<file path="config.mk">
export PLATFORM = sky130hd
export DESIGN_NAME = audio_trim_ctl
export DESIGN_NICKNAME = d
export VERILOG_FILES = /design/src/rtl/trim_ctl_pkg.sv /design/src/rtl/fill_zone_cls.sv /design/src/rtl/trim_step_reg.sv /design/src/rtl/bound_flag_reg.sv /design/src/rtl/audio_trim_ctl.sv
export SDC_FILE = /design/constraint.sdc
export NUM_CORES = 1
export LEC_CHECK = 0
export ABC_AREA = 1
export CAP_MARGIN = 20
export CORE_AREA = 4 4 73 75
export DETAILED_ROUTE_END_ITERATION = 16
export DIE_AREA = 0 0 77 79
export PLACE_DENSITY = 0.85
export REMOVE_ABC_BUFFERS = 1
export SLEW_MARGIN = 20
export SYNTH_ARGS = -nofsm -noshare
export SYNTH_HDL_FRONTEND = slang
export SYNTH_SLANG_ARGS = --single-unit
export TNS_END_PERCENT = 1
</file>
<file path="constraint.sdc">
create_clock -name clk -period 10.91 [get_ports clk]
set_input_delay 2.182 -clock clk [delete_from_list [all_inputs] [get_ports clk]]
set_output_delay 2.182 -clock clk [all_outputs]
set_load 0.005 [all_outputs]
</file>
<file path="src/rtl/trim_ctl_pkg.sv">
// Shared types for the buffer-level trim controller.
// Assumes: nothing beyond standard SystemVerilog.
package trim_ctl_pkg;
    typedef enum logic [1:0] {
        ZONE_IN   = 2'd0,   // fill inside the window
        ZONE_LOW  = 2'd1,   // fill below lower threshold
        ZONE_HIGH = 2'd2    // fill above upper threshold
    } fill_zone_e;
endpackage

</file>
<file path="src/rtl/fill_zone_cls.sv">
// Classifies the FIFO fill level against the threshold window.
// Assumes win_lo <= win_hi; both ends of the window count as inside.
module fill_zone_cls
    import trim_ctl_pkg::*;
#(
    parameter int FILL_W = 9
) (
    input  logic [FILL_W-1:0] fill_level,
    input  logic [FILL_W-1:0] win_lo,
    input  logic [FILL_W-1:0] win_hi,
    output fill_zone_e        zone
);
    // Pure compare: high side wins if thresholds are inverted.
    always_comb begin
        if (fill_level > win_hi)      zone = ZONE_HIGH;
        else if (fill_level < win_lo) zone = ZONE_LOW;
        else                          zone = ZONE_IN;
    end
endmodule

</file>
<file path="src/rtl/trim_step_reg.sv">
// Holds the trim word, steps it by one per enabled tick and clamps it.
// Assumes step_en already includes the armed qualification; restart wins.
module trim_step_reg
    import trim_ctl_pkg::*;
#(
    parameter int TRIM_W  = 9,
    parameter int NOMINAL = 464
) (
    input  logic              clk,
    input  logic              rst_n,
    input  logic              restart,
    input  logic              step_en,
    input  fill_zone_e        zone,
    input  logic [TRIM_W-1:0] trim_min,
    input  logic [TRIM_W-1:0] trim_max,
    output logic [TRIM_W-1:0] trim_q
);
    localparam logic [TRIM_W-1:0] NOM_V = TRIM_W'(NOMINAL);

    logic [TRIM_W:0]   base;
    logic [TRIM_W-1:0] clamped;

    // Candidate value one step away, computed one bit wider to avoid wrap.
    always_comb begin
        unique case (zone)
            ZONE_HIGH: base = (trim_q == '0) ? '0 : {1'b0, trim_q} - 1'b1;
            ZONE_LOW:  base = {1'b0, trim_q} + 1'b1;
            default:   base = {1'b0, trim_q};
        endcase
    end

    // Clamp the candidate into the programmed bounds.
    always_comb begin
        if (base < {1'b0, trim_min})      clamped = trim_min;
        else if (base > {1'b0, trim_max}) clamped = trim_max;
        else                              clamped = base[TRIM_W-1:0];
    end

    // Trim register: recentre on reset/restart, update on enabled tick.
    always_ff @(posedge clk) begin
        if (!rst_n || restart) trim_q <= NOM_V;
        else if (step_en)      trim_q <= clamped;
    end


    step_down_chk: assert property (@(posedge clk) disable iff (!rst_n)
        (step_en && !restart && zone == ZONE_HIGH && trim_q > trim_min && trim_q <= trim_max)
        |=> trim_q == $past(trim_q) - 1'b1);

    step_up_chk: assert property (@(posedge clk) disable iff (!rst_n)
        (step_en && !restart && zone == ZONE_LOW && trim_q < trim_max && trim_q >= trim_min)
        |=> trim_q == $past(trim_q) + 1'b1);

    hold_in_window_chk: assert property (@(posedge clk) disable iff (!rst_n)
        (step_en && !restart && zone == ZONE_IN && trim_q >= trim_min && trim_q <= trim_max)
        |=> $stable(trim_q));

    within_bounds_chk: assert property (@(posedge clk) disable iff (!rst_n)
        (step_en && !restart && trim_min <= trim_max)
        |=> (trim_q >= $past(trim_min) && trim_q <= $past(trim_max)));

    quiet_between_ticks_chk: assert property (@(posedge clk) disable iff (!rst_n)
        (!step_en && !restart) |=> $stable(trim_q));

    restart_recentre_chk: assert property (@(posedge clk) disable iff (!rst_n)
        restart |=> trim_q == NOM_V);
endmodule

</file>
<file path="src/rtl/bound_flag_reg.sv">
// Sticky flags: the loop wanted more correction than the bounds allow.
// Assumes step_en already includes the armed qualification; restart clears.
module bound_flag_reg
    import trim_ctl_pkg::*;
#(
    parameter int TRIM_W = 9
) (
    input  logic              clk,
    input  logic              rst_n,
    input  logic              restart,
    input  logic              step_en,
    input  fill_zone_e        zone,
    input  logic [TRIM_W-1:0] trim_q,
    input  logic [TRIM_W-1:0] trim_min,
    input  logic [TRIM_W-1:0] trim_max,
    output logic              rail_lo,
    output logic              rail_hi
);
    logic hit_lo, hit_hi;

    // Saturation events for this tick.
    always_comb begin
        hit_lo = step_en && (zone == ZONE_HIGH) && (trim_q <= trim_min);
        hit_hi = step_en && (zone == ZONE_LOW)  && (trim_q >= trim_max);
    end

    // Flag registers: set on event, clear only on reset or restart.
    always_ff @(posedge clk) begin
        if (!rst_n || restart) begin
            rail_lo <= 1'b0;
            rail_hi <= 1'b0;
        end else begin
            rail_lo <= rail_lo | hit_lo;
            rail_hi <= rail_hi | hit_hi;
        end
    end


    rail_lo_sticky_chk: assert property (@(posedge clk) disable iff (!rst_n)
        (rail_lo && !restart) |=> rail_lo);

    rail_lo_set_chk: assert property (@(posedge clk) disable iff (!rst_n)
        (step_en && !restart && zone == ZONE_HIGH && trim_q <= trim_min) |=> rail_lo);

    rail_hi_sticky_chk: assert property (@(posedge clk) disable iff (!rst_n)
        (rail_hi && !restart) |=> rail_hi);

    rail_hi_set_chk: assert property (@(posedge clk) disable iff (!rst_n)
        (step_en && !restart && zone == ZONE_LOW && trim_q >= trim_max) |=> rail_hi);
endmodule

</file>
<file path="src/rtl/audio_trim_ctl.sv">
// Top of the buffer-level clock trim controller: arms on first half-full,
// then steps the divider trim once per frame tick to centre the FIFO.
// Assumes frame_tick is a one-cycle pulse and fill_level is synchronous to clk.
module audio_trim_ctl
    import trim_ctl_pkg::*;
#(
    parameter int DEPTH   = 256,
    parameter int FILL_W  = $clog2(DEPTH + 1),
    parameter int TRIM_W  = 9,
    parameter int NOMINAL = 464
) (
    input  logic              clk,
    input  logic              rst_n,
    input  logic              stream_start,
    input  logic              frame_tick,
    input  logic [FILL_W-1:0] fill_level,
    input  logic [FILL_W-1:0] win_lo,
    input  logic [FILL_W-1:0] win_hi,
    input  logic [TRIM_W-1:0] trim_min,
    input  logic [TRIM_W-1:0] trim_max,
    output logic [TRIM_W-1:0] trim_out,
    output logic              armed,
    output logic              rail_lo_flag,
    output logic              rail_hi_flag
);
    localparam logic [FILL_W-1:0] HALF_LVL = FILL_W'(DEPTH / 2);

    fill_zone_e zone;
    logic       armed_q;
    logic       step_en;

    // Arm the loop once the buffer first reaches half full.
    always_ff @(posedge clk) begin
        if (!rst_n || stream_start)     armed_q <= 1'b0;
        else if (fill_level >= HALF_LVL) armed_q <= 1'b1;
    end

    // Only frame ticks of an armed loop may move the trim.
    always_comb step_en = frame_tick && armed_q;

    fill_zone_cls #(.FILL_W(FILL_W)) zone_i (
        .fill_level (fill_level),
        .win_lo     (win_lo),
        .win_hi     (win_hi),
        .zone       (zone)
    );

    trim_step_reg #(.TRIM_W(TRIM_W), .NOMINAL(NOMINAL)) step_i (
        .clk      (clk),
        .rst_n    (rst_n),
        .restart  (stream_start),
        .step_en  (step_en),
        .zone     (zone),
        .trim_min (trim_min),
        .trim_max (trim_max),
        .trim_q   (trim_out)
    );

    bound_flag_reg #(.TRIM_W(TRIM_W)) flag_i (
        .clk      (clk),
        .rst_n    (rst_n),
        .restart  (stream_start),
        .step_en  (step_en),
        .zone     (zone),
        .trim_q   (trim_out),
        .trim_min (trim_min),
        .trim_max (trim_max),
        .rail_lo  (rail_lo_flag),
        .rail_hi  (rail_hi_flag)
    );

    always_comb armed = armed_q;


    unarmed_nominal_chk: assert property (@(posedge clk) disable iff (!rst_n)
        !armed_q |-> trim_out == TRIM_W'(NOMINAL));

    arm_on_half_chk: assert property (@(posedge clk) disable iff (!rst_n)
        (fill_level >= HALF_LVL && !stream_start) |=> armed_q);

    restart_disarm_chk: assert property (@(posedge clk) disable iff (!rst_n)
        stream_start |=> (!armed_q && !rail_lo_flag && !rail_hi_flag));
endmodule

</file>
==> results of run 1 <==
-- routing by layer --
layer | track usage | vias up | part of all wire
met1 | 0.3242 | 1289 | 0.44
met3 | 0.03515 | 17 | 0.087
met5 | 0 | - | 0
met2 | 0.4181 | 126 | 0.46
met4 | 0.07473 | 0 | 0.020
li1 | - | 1451 | -
-- flip-flops by register name, indices dropped and copies added (netlist names) --
register	count
step_i.trim_q	9
armed	1
flag_i.rail_hi	1
flag_i.rail_lo	1
-- kinds of logic (layout without fill, tap and decap cells) --
group | count (synthesis) | in the layout
flip-flops | 12 | 12
buffers and inverters | 88 | 145
XOR/XNOR | 6 | 6
AO/OA/AOI/OAI | 66 | 66
AND/OR/NAND/NOR | 185 | 185
adder cells (fa/ha/maj) | 54 | 54
-- Yosys cell counts, drive strengths merged --
cell type    n
o21bai       1
o21a         1
o21ai       21
dfxtp       12
nor4         1
clkbuf       3
a211oi       1
clkinv       1
ha          54
nand3b       1
o211ai       6
buf          3
nand2      102
a21o         2
nor3         9
inv         81
a21oi       33
nor2        35
a31oi        1
xor2         6
nand4        5
nand3       32
-- critical path, delay by kind of cell --
kind / cells / cell delay [ns]
buffers and inverters: 3 / 0.58
and+or+nand+nor: 13 / 1.97
adders and majority gates: 2 / 0.67
AOI/OAI and AO/OA: 5 / 0.63
-- metrics by stage --
step	area [sq um]	cells	hold WS, ns	power (uW)	setup slack, ns
4_1_cts	3207	522	0.4637	209.6	5.038
3_5_place_dp	3166	519	0.4561	169.7	4.799
3_3_place_gp	3166	519	0.4378	166.7	4.797
5_1_grt	3207	522	0.4954	231.3	4.550
6_report	3207	522	0.4630	210.5	4.991
2_1_floorplan	2497	405	0.4466	126.9	5.861
-- worst min-delay path by stage --
| stage | to | slack (ns) |
|---|---|---|
| floorplan | flag_i.rail_hi$_SDFF_PP0_ | 0.45 |
| global placement | flag_i.rail_hi$_SDFF_PP0_ | 0.44 |
| detailed placement | flag_i.rail_hi$_SDFF_PP0_ | 0.46 |
| CTS | flag_i.rail_hi$_SDFF_PP0_ | 0.46 |
| global route | flag_i.rail_hi$_SDFF_PP0_ | 0.50 |
| finish | flag_i.rail_hi$_SDFF_PP0_ | 0.46 |
-- area by class of cell --
class	instances	area, sq um	area share
inverter	82	312.8	0.09754
sequential	12	240.2	0.07491
clock buffer	3	41.29	0.01288
multi-input combinational	311	1944	0.6063
tap	54	67.56	0.02107
timing repair buffer	60	600.6	0.1873
-- where the power goes --
group	leakage (uW)	internal [uW]	total (uW)	switching, uW
Clock	0.0000216	24.3	40.3	16.0
Sequential	0.0000973	44.8	47.2	2.34
Combinational	0.00158	53.1	123	69.9
Total	0.00170	122	210	88.2
==> impl_metrics.tcl, run 1 <==
set metrics [dict create \
    run_status "finished clean" \
    clock_latency_ns 0.24 \
    worst_slew_margin_rel 0.6537 \
    core-area_sq_mm 0.004661 \
    yosys.area_share.simple 0.3379 \
    grt_usage 0.2465 \
    synth.yosys.warnings 0 \
    area_growth_pct 26.44 \
    end_kind "flop" \
    worst-endpoint-arrival_ns 6.03 \
    synth_seq_area_share 0.09472 \
    synth_xor_area_frac 0.02072 \
    routed_via_density 5.523 \
    crit_chain "clkdlybuf4s50_1 > ha_1 > a21o_1 > nor2_1 > nand3_2 > nand2_2 > nor2_1 > nor3_1 > ha_1 > inv_1 > nor2_1 > o21ai_0 > inv_1 > o21bai_1 > nand2_1 > nand2_1 > a21oi_1 > nor2_2 > nor2_1 > nor2_1 > nand2_2 > nand3_1 > a21oi_1" \
    timing.reg2reg.worst_path_depth 26 \
    yosysUniqueCellTypes 33 \
    wire_length_of_the_first_global_routing_pass_mm 12.24 \
    whs_path_depth 2 \
    place.detailed.hpwl_mm 6.334 \
    mostFrequentLayoutCell "nand2_1" \
    fin_skew_ns 0.002869 \
    syn_area_per_cell_sq_um 6.171 \
    synth_compound_area_frac 0.1416 \
    worstMarginPinSlew_ns 0.5188 \
    critical_path.slowest_cell "clkdlybuf4s50_1" \
    n_fill_cell 435 \
    number_of_h_tree_branching_levels 1 \
    finalSetupTns_ns 0 \
    worstHoldPathType "flop to flop" \
    std_cell_rows 25 \
    max-vdd-ir-drop_mv 0.05715 \
    timing.final.crit_share 0.5425 \
    grt_antenna_before_repair 0 \
    clock_sink_count 12 \
    post_cts_hold_buffer_count 0 \
    drt_pre_antenna_iters 5 \
    layout.cells.most_common_list "94 x nand2_1, 79 x inv_1, 60 x clkdlybuf4s50_1" \
    detailedRoute.firstIterationViolations 209 \
    layout_min_cycle_time_ns 5.919 \
    critical_register_to_register_path_endpoint "step_i.trim_q[3]$_SDFFE_PP0P_" \
    die-width_um 77 \
    worst-path-max-fanout 13 \
    start_kind "input pin" \
    power.static_leakage_uw 0.001697 \
    grt_setup_unrepaired "false" \
    slew_violations 0 \
    gr-total-overflow 0 \
    post_synth_inst_count 411 \
    drtAntennaViolNets 0 \
    final-setup-viol-count 0 \
    cp.required_ns 11.02 \
    synth_largest_area_cell "ha_1" \
    clkSlewWorstSetupHoldPaths_ns 0.05 \
    pwr_density_cell_mw_per_mm2 65.63 \
    critPathMostFrequentCell "nor2_1" \
    clk_path_buf_depth 2 \
    post-route-util 0.6881 \
    io_pins 61 \
    achievable-frequency_ghz 0.1689 \
    hold_viol 0 \
    grt_start_max_net_pins 14 \
    finish.net_count 573 \
    rrSetupSlack_ns 6.86 \
    yosys-mux-area-fraction 0 \
    vias 2883 \
    clock_tree_from_tritoncts "done" \
    synthAdderAreaFrac 0.2664 \
    die-area_sq_mm 0.006083 \
    inserted_clock_buffers 3 \
    synth_top_area_frac 0.2664 \
    post_cts_resize_count 0 \
    crit_path_to "step_i.trim_q[3]$_SDFFE_PP0P_" \
    setup.worst_path.class "input pin to flop" \
    placement.io_buffers 60 \
    dieHeight_um 79 \
    initial_util 0.5442 \
    ys_top_cells_by_area "ha_1 27%, nand2_1 14%, inv_1 12%" \
    r2r-start "step_i.trim_q[0]$_SDFFE_PP0P_" \
    avgRoutedWirePerCell_um 14.14 \
    post-route-drc-count 0 \
    crit_start "fill_level[8]" \
    antenna-diode-count 0 \
    holdCritStartpoint "flag_i.rail_hi$_SDFF_PP0_" \
    grt_pass1_vias 2714 \
    layout-drive-gt1-share 0.04915 \
    clk_root_buffer_cell "clkbuf_8" \
    postCtsSetupRepairBufs 0 \
    synth_top_family_by_area "simple AND/OR/NAND/NOR gates" \
    slowest_delay_ns 0.46 \
    finalWirelength_mm 7.383 \
    globalplace.congestion 0.9738 \
    drv.max_cap_violation_count 0 \
    cell_area_after_synthesis_sq_mm 0.002536 \
    yosys_register_bits 12 \
]
No activity file was read; power rests on OpenSTA's default activity.
==> run 2: changes to the inputs <==
- CORE_AREA: 4 4 73 75 -> 4 4 76 78
- DIE_AREA: 0 0 77 79 -> 0 0 80 82
- PLACE_DENSITY: 0.85 -> 0.79
- clock period: 10.91 -> 5.5 ns (I/O delays scaled with it)
==> run 2 against run 1 <==
Compared with the run above: hold slack lost 0.0064 ns; register-to-register slack lost 5.4 ns; utilization shrank 4.9 points; sequential share of layout area shrank 0.078 points; total power grew 110%; sequential power grew 98%; largest cell class unchanged.
==> impl_metrics.tcl, run 2 (synthesis gave the netlist of run 1 again) <==
set metrics [dict create \
    run_status "finished clean" \
    drv.max_cap_violation_count 0 \
    layout-drive-gt1-share 0.05117 \
    critical_register_to_register_path_endpoint "step_i.trim_q[5]$_SDFFE_PP0P_" \
    grt_start_max_net_pins 14 \
    postCtsSetupRepairBufs 0 \
    grt_setup_unrepaired "false" \
    place.detailed.hpwl_mm 6.164 \
    routed_via_density 5.347 \
    rrSetupSlack_ns 1.44 \
    setup.worst_path.class "input pin to flop" \
    most_flop_heavy_register "step_i.trim_q" \
    std_cell_rows 26 \
    post_cts_resize_count 0 \
    timing.reg2reg.worst_path_depth 26 \
    final-setup-viol-count 0 \
    cp.required_ns 5.62 \
    power.static_leakage_uw 0.001704 \
    mostFrequentLayoutCell "nand2_1" \
    detailedRoute.firstIterationViolations 228 \
    vias 2882 \
    max-vdd-ir-drop_mv 0.09609 \
    finish.net_count 573 \
    layout_min_cycle_time_ns 4.948 \
    core-area_sq_mm 0.005075 \
    dp.cells 535 \
    globalplace.congestion 0.9540 \
    globalRouteMet2Util 0.4031 \
    placedInstanceArea_sq_mm 0.003186 \
    timing.final.crit_share 0.8997 \
    pre_cts_slack_ns 0.3628 \
    pwr_density_cell_mw_per_mm2 137.2 \
    clk_root_buffer_cell "clkbuf_8" \
    wire_length_of_the_first_global_routing_pass_mm 12.27 \
    grt_met1_use 0.3242 \
    fin_skew_ns 0.002771 \
    worstMarginPinSlew_ns 0.5459 \
    die-width_um 80 \
    end_kind "flop" \
    timing.final.ws_setup_ns 0.5518 \
    finalWirelength_mm 7.531 \
    clock_latency_ns 0.25 \
    slew_violations 0 \
    drt_pre_antenna_iters 6 \
    start_kind "input pin" \
    r2r-start "step_i.trim_q[0]$_SDFFE_PP0P_" \
    post-route-drc-count 0 \
    worst-path-max-fanout 13 \
    finalSetupTns_ns 0 \
    grt_antenna_before_repair 0 \
    layout.cells.most_common_list "94 x nand2_1, 79 x inv_1, 60 x clkdlybuf4s50_1" \
    grt_pass1_vias 2650 \
    avgRoutedWirePerCell_um 13.97 \
    area_growth_pct 27.78 \
    number_of_h_tree_branching_levels 1 \
    initial_util 0.4998 \
    worst_slew_margin_rel 0.6333 \
    clkSlewWorstSetupHoldPaths_ns 0.06 \
    groute.layer.met3.usage 0.01754 \
    drtAntennaViolNets 0 \
    worst-endpoint-arrival_ns 5.07 \
    clock_sink_count 12 \
    placement.io_buffers 60 \
    clock_tree_from_tritoncts "done" \
    most_crowded_layer_gr "met2" \
    timing.hold.worst_endpoint "flag_i.rail_hi$_SDFF_PP0_" \
    clk_path_buf_depth 2 \
    die-area_sq_mm 0.006560 \
    whs_path_depth 2 \
    holdCritStartpoint "flag_i.rail_hi$_SDFF_PP0_" \
    worstHoldPathType "flop to flop" \
    io_pins 61 \
    finalNonFillerCells 539 \
    inserted_clock_buffers 3 \
    gr-total-overflow 0 \
    largest_register_ffs 9 \
    grt_usage 0.2366 \
    antenna-diode-count 0 \
    dieHeight_um 82 \
    hold_viol 0 \
    post_cts_hold_buffer_count 0 \
    final_instance_area_sq_mm 0.003241 \
    achievable-frequency_ghz 0.2021 \
]
==> run 2: changes by cell type in the layout (fill, tap and decap cells not counted), sizes merged <==
cell    delta
clkbuf     +1
==> run 2: report_power, final <==
group / switching (uW) / internal [uW]
clock: 39.9 / 63.6
combinational: 142 / 106
sequential: 4.72 / 88.7
==> run 2: worst max-delay path: stages <==
cell	delay, ns
clkdlybuf4s50_1	0.46
ha_1	0.34
a21o_1	0.19
nor2_1	0.15
nand3_2	0.21
nand2_2	0.23
nor2_1	0.06
nor3_1	0.49
ha_1	0.36
inv_1	0.06
nor2_1	0.03
o21ai_0	0.14
inv_1	0.05
o21bai_1	0.13
nand2_1	0.07
nand2_1	0.07
a21oi_1	0.08
nor2_2	0.38
nor2_1	0.08
nor2_1	0.15
nand2_2	0.07
nand3_1	0.08
a21oi_1	0.07
==> run 2: stage by stage <==
step	power [uW]	hold WS (ns)	utilization
6_report	444.5	0.4566	0.6386
5_1_grt	480.4	0.4654	0.6386
4_1_cts	438.8	0.4554	0.6386
3_5_place_dp	337.3	0.4468	0.6277
3_3_place_gp	330.8	0.4468	0.6277
2_1_floorplan	251.7	0.4466	-
==> run 2: worst max path at each step <==
stage / cells after the start / from / end
2_1_floorplan: 23 / win_lo[8] / step_i.trim_q[5]$_SDFFE_PP0P_
3_3_place_gp: 24 / win_lo[8] / step_i.trim_q[6]$_SDFFE_PP1P_
3_5_place_dp: 23 / fill_level[8] / step_i.trim_q[5]$_SDFFE_PP0P_
4_1_cts: 23 / fill_level[8] / step_i.trim_q[5]$_SDFFE_PP0P_
5_1_grt: 23 / fill_level[8] / step_i.trim_q[6]$_SDFFE_PP1P_
6_report: 23 / fill_level[8] / step_i.trim_q[5]$_SDFFE_PP0P_
==> run 2: area by class of cell <==
cell class	count	area, sq um
Multi-Input combinational cell	311	1944
Fill cell	516	1834
Timing Repair Buffer	60	600.6
Inverter	82	312.8
Sequential cell	12	240.2
Tap cell	70	87.58
Clock buffer	4	55.05
==> run 2: metal layers <==
metal | vias to the layer above | part of all wire
li1 | 1449 | -
met3 | 14 | 0.075
met2 | 139 | 0.45
met4 | 0 | 0.014
met1 | 1280 | 0.46
met5 | - | 0
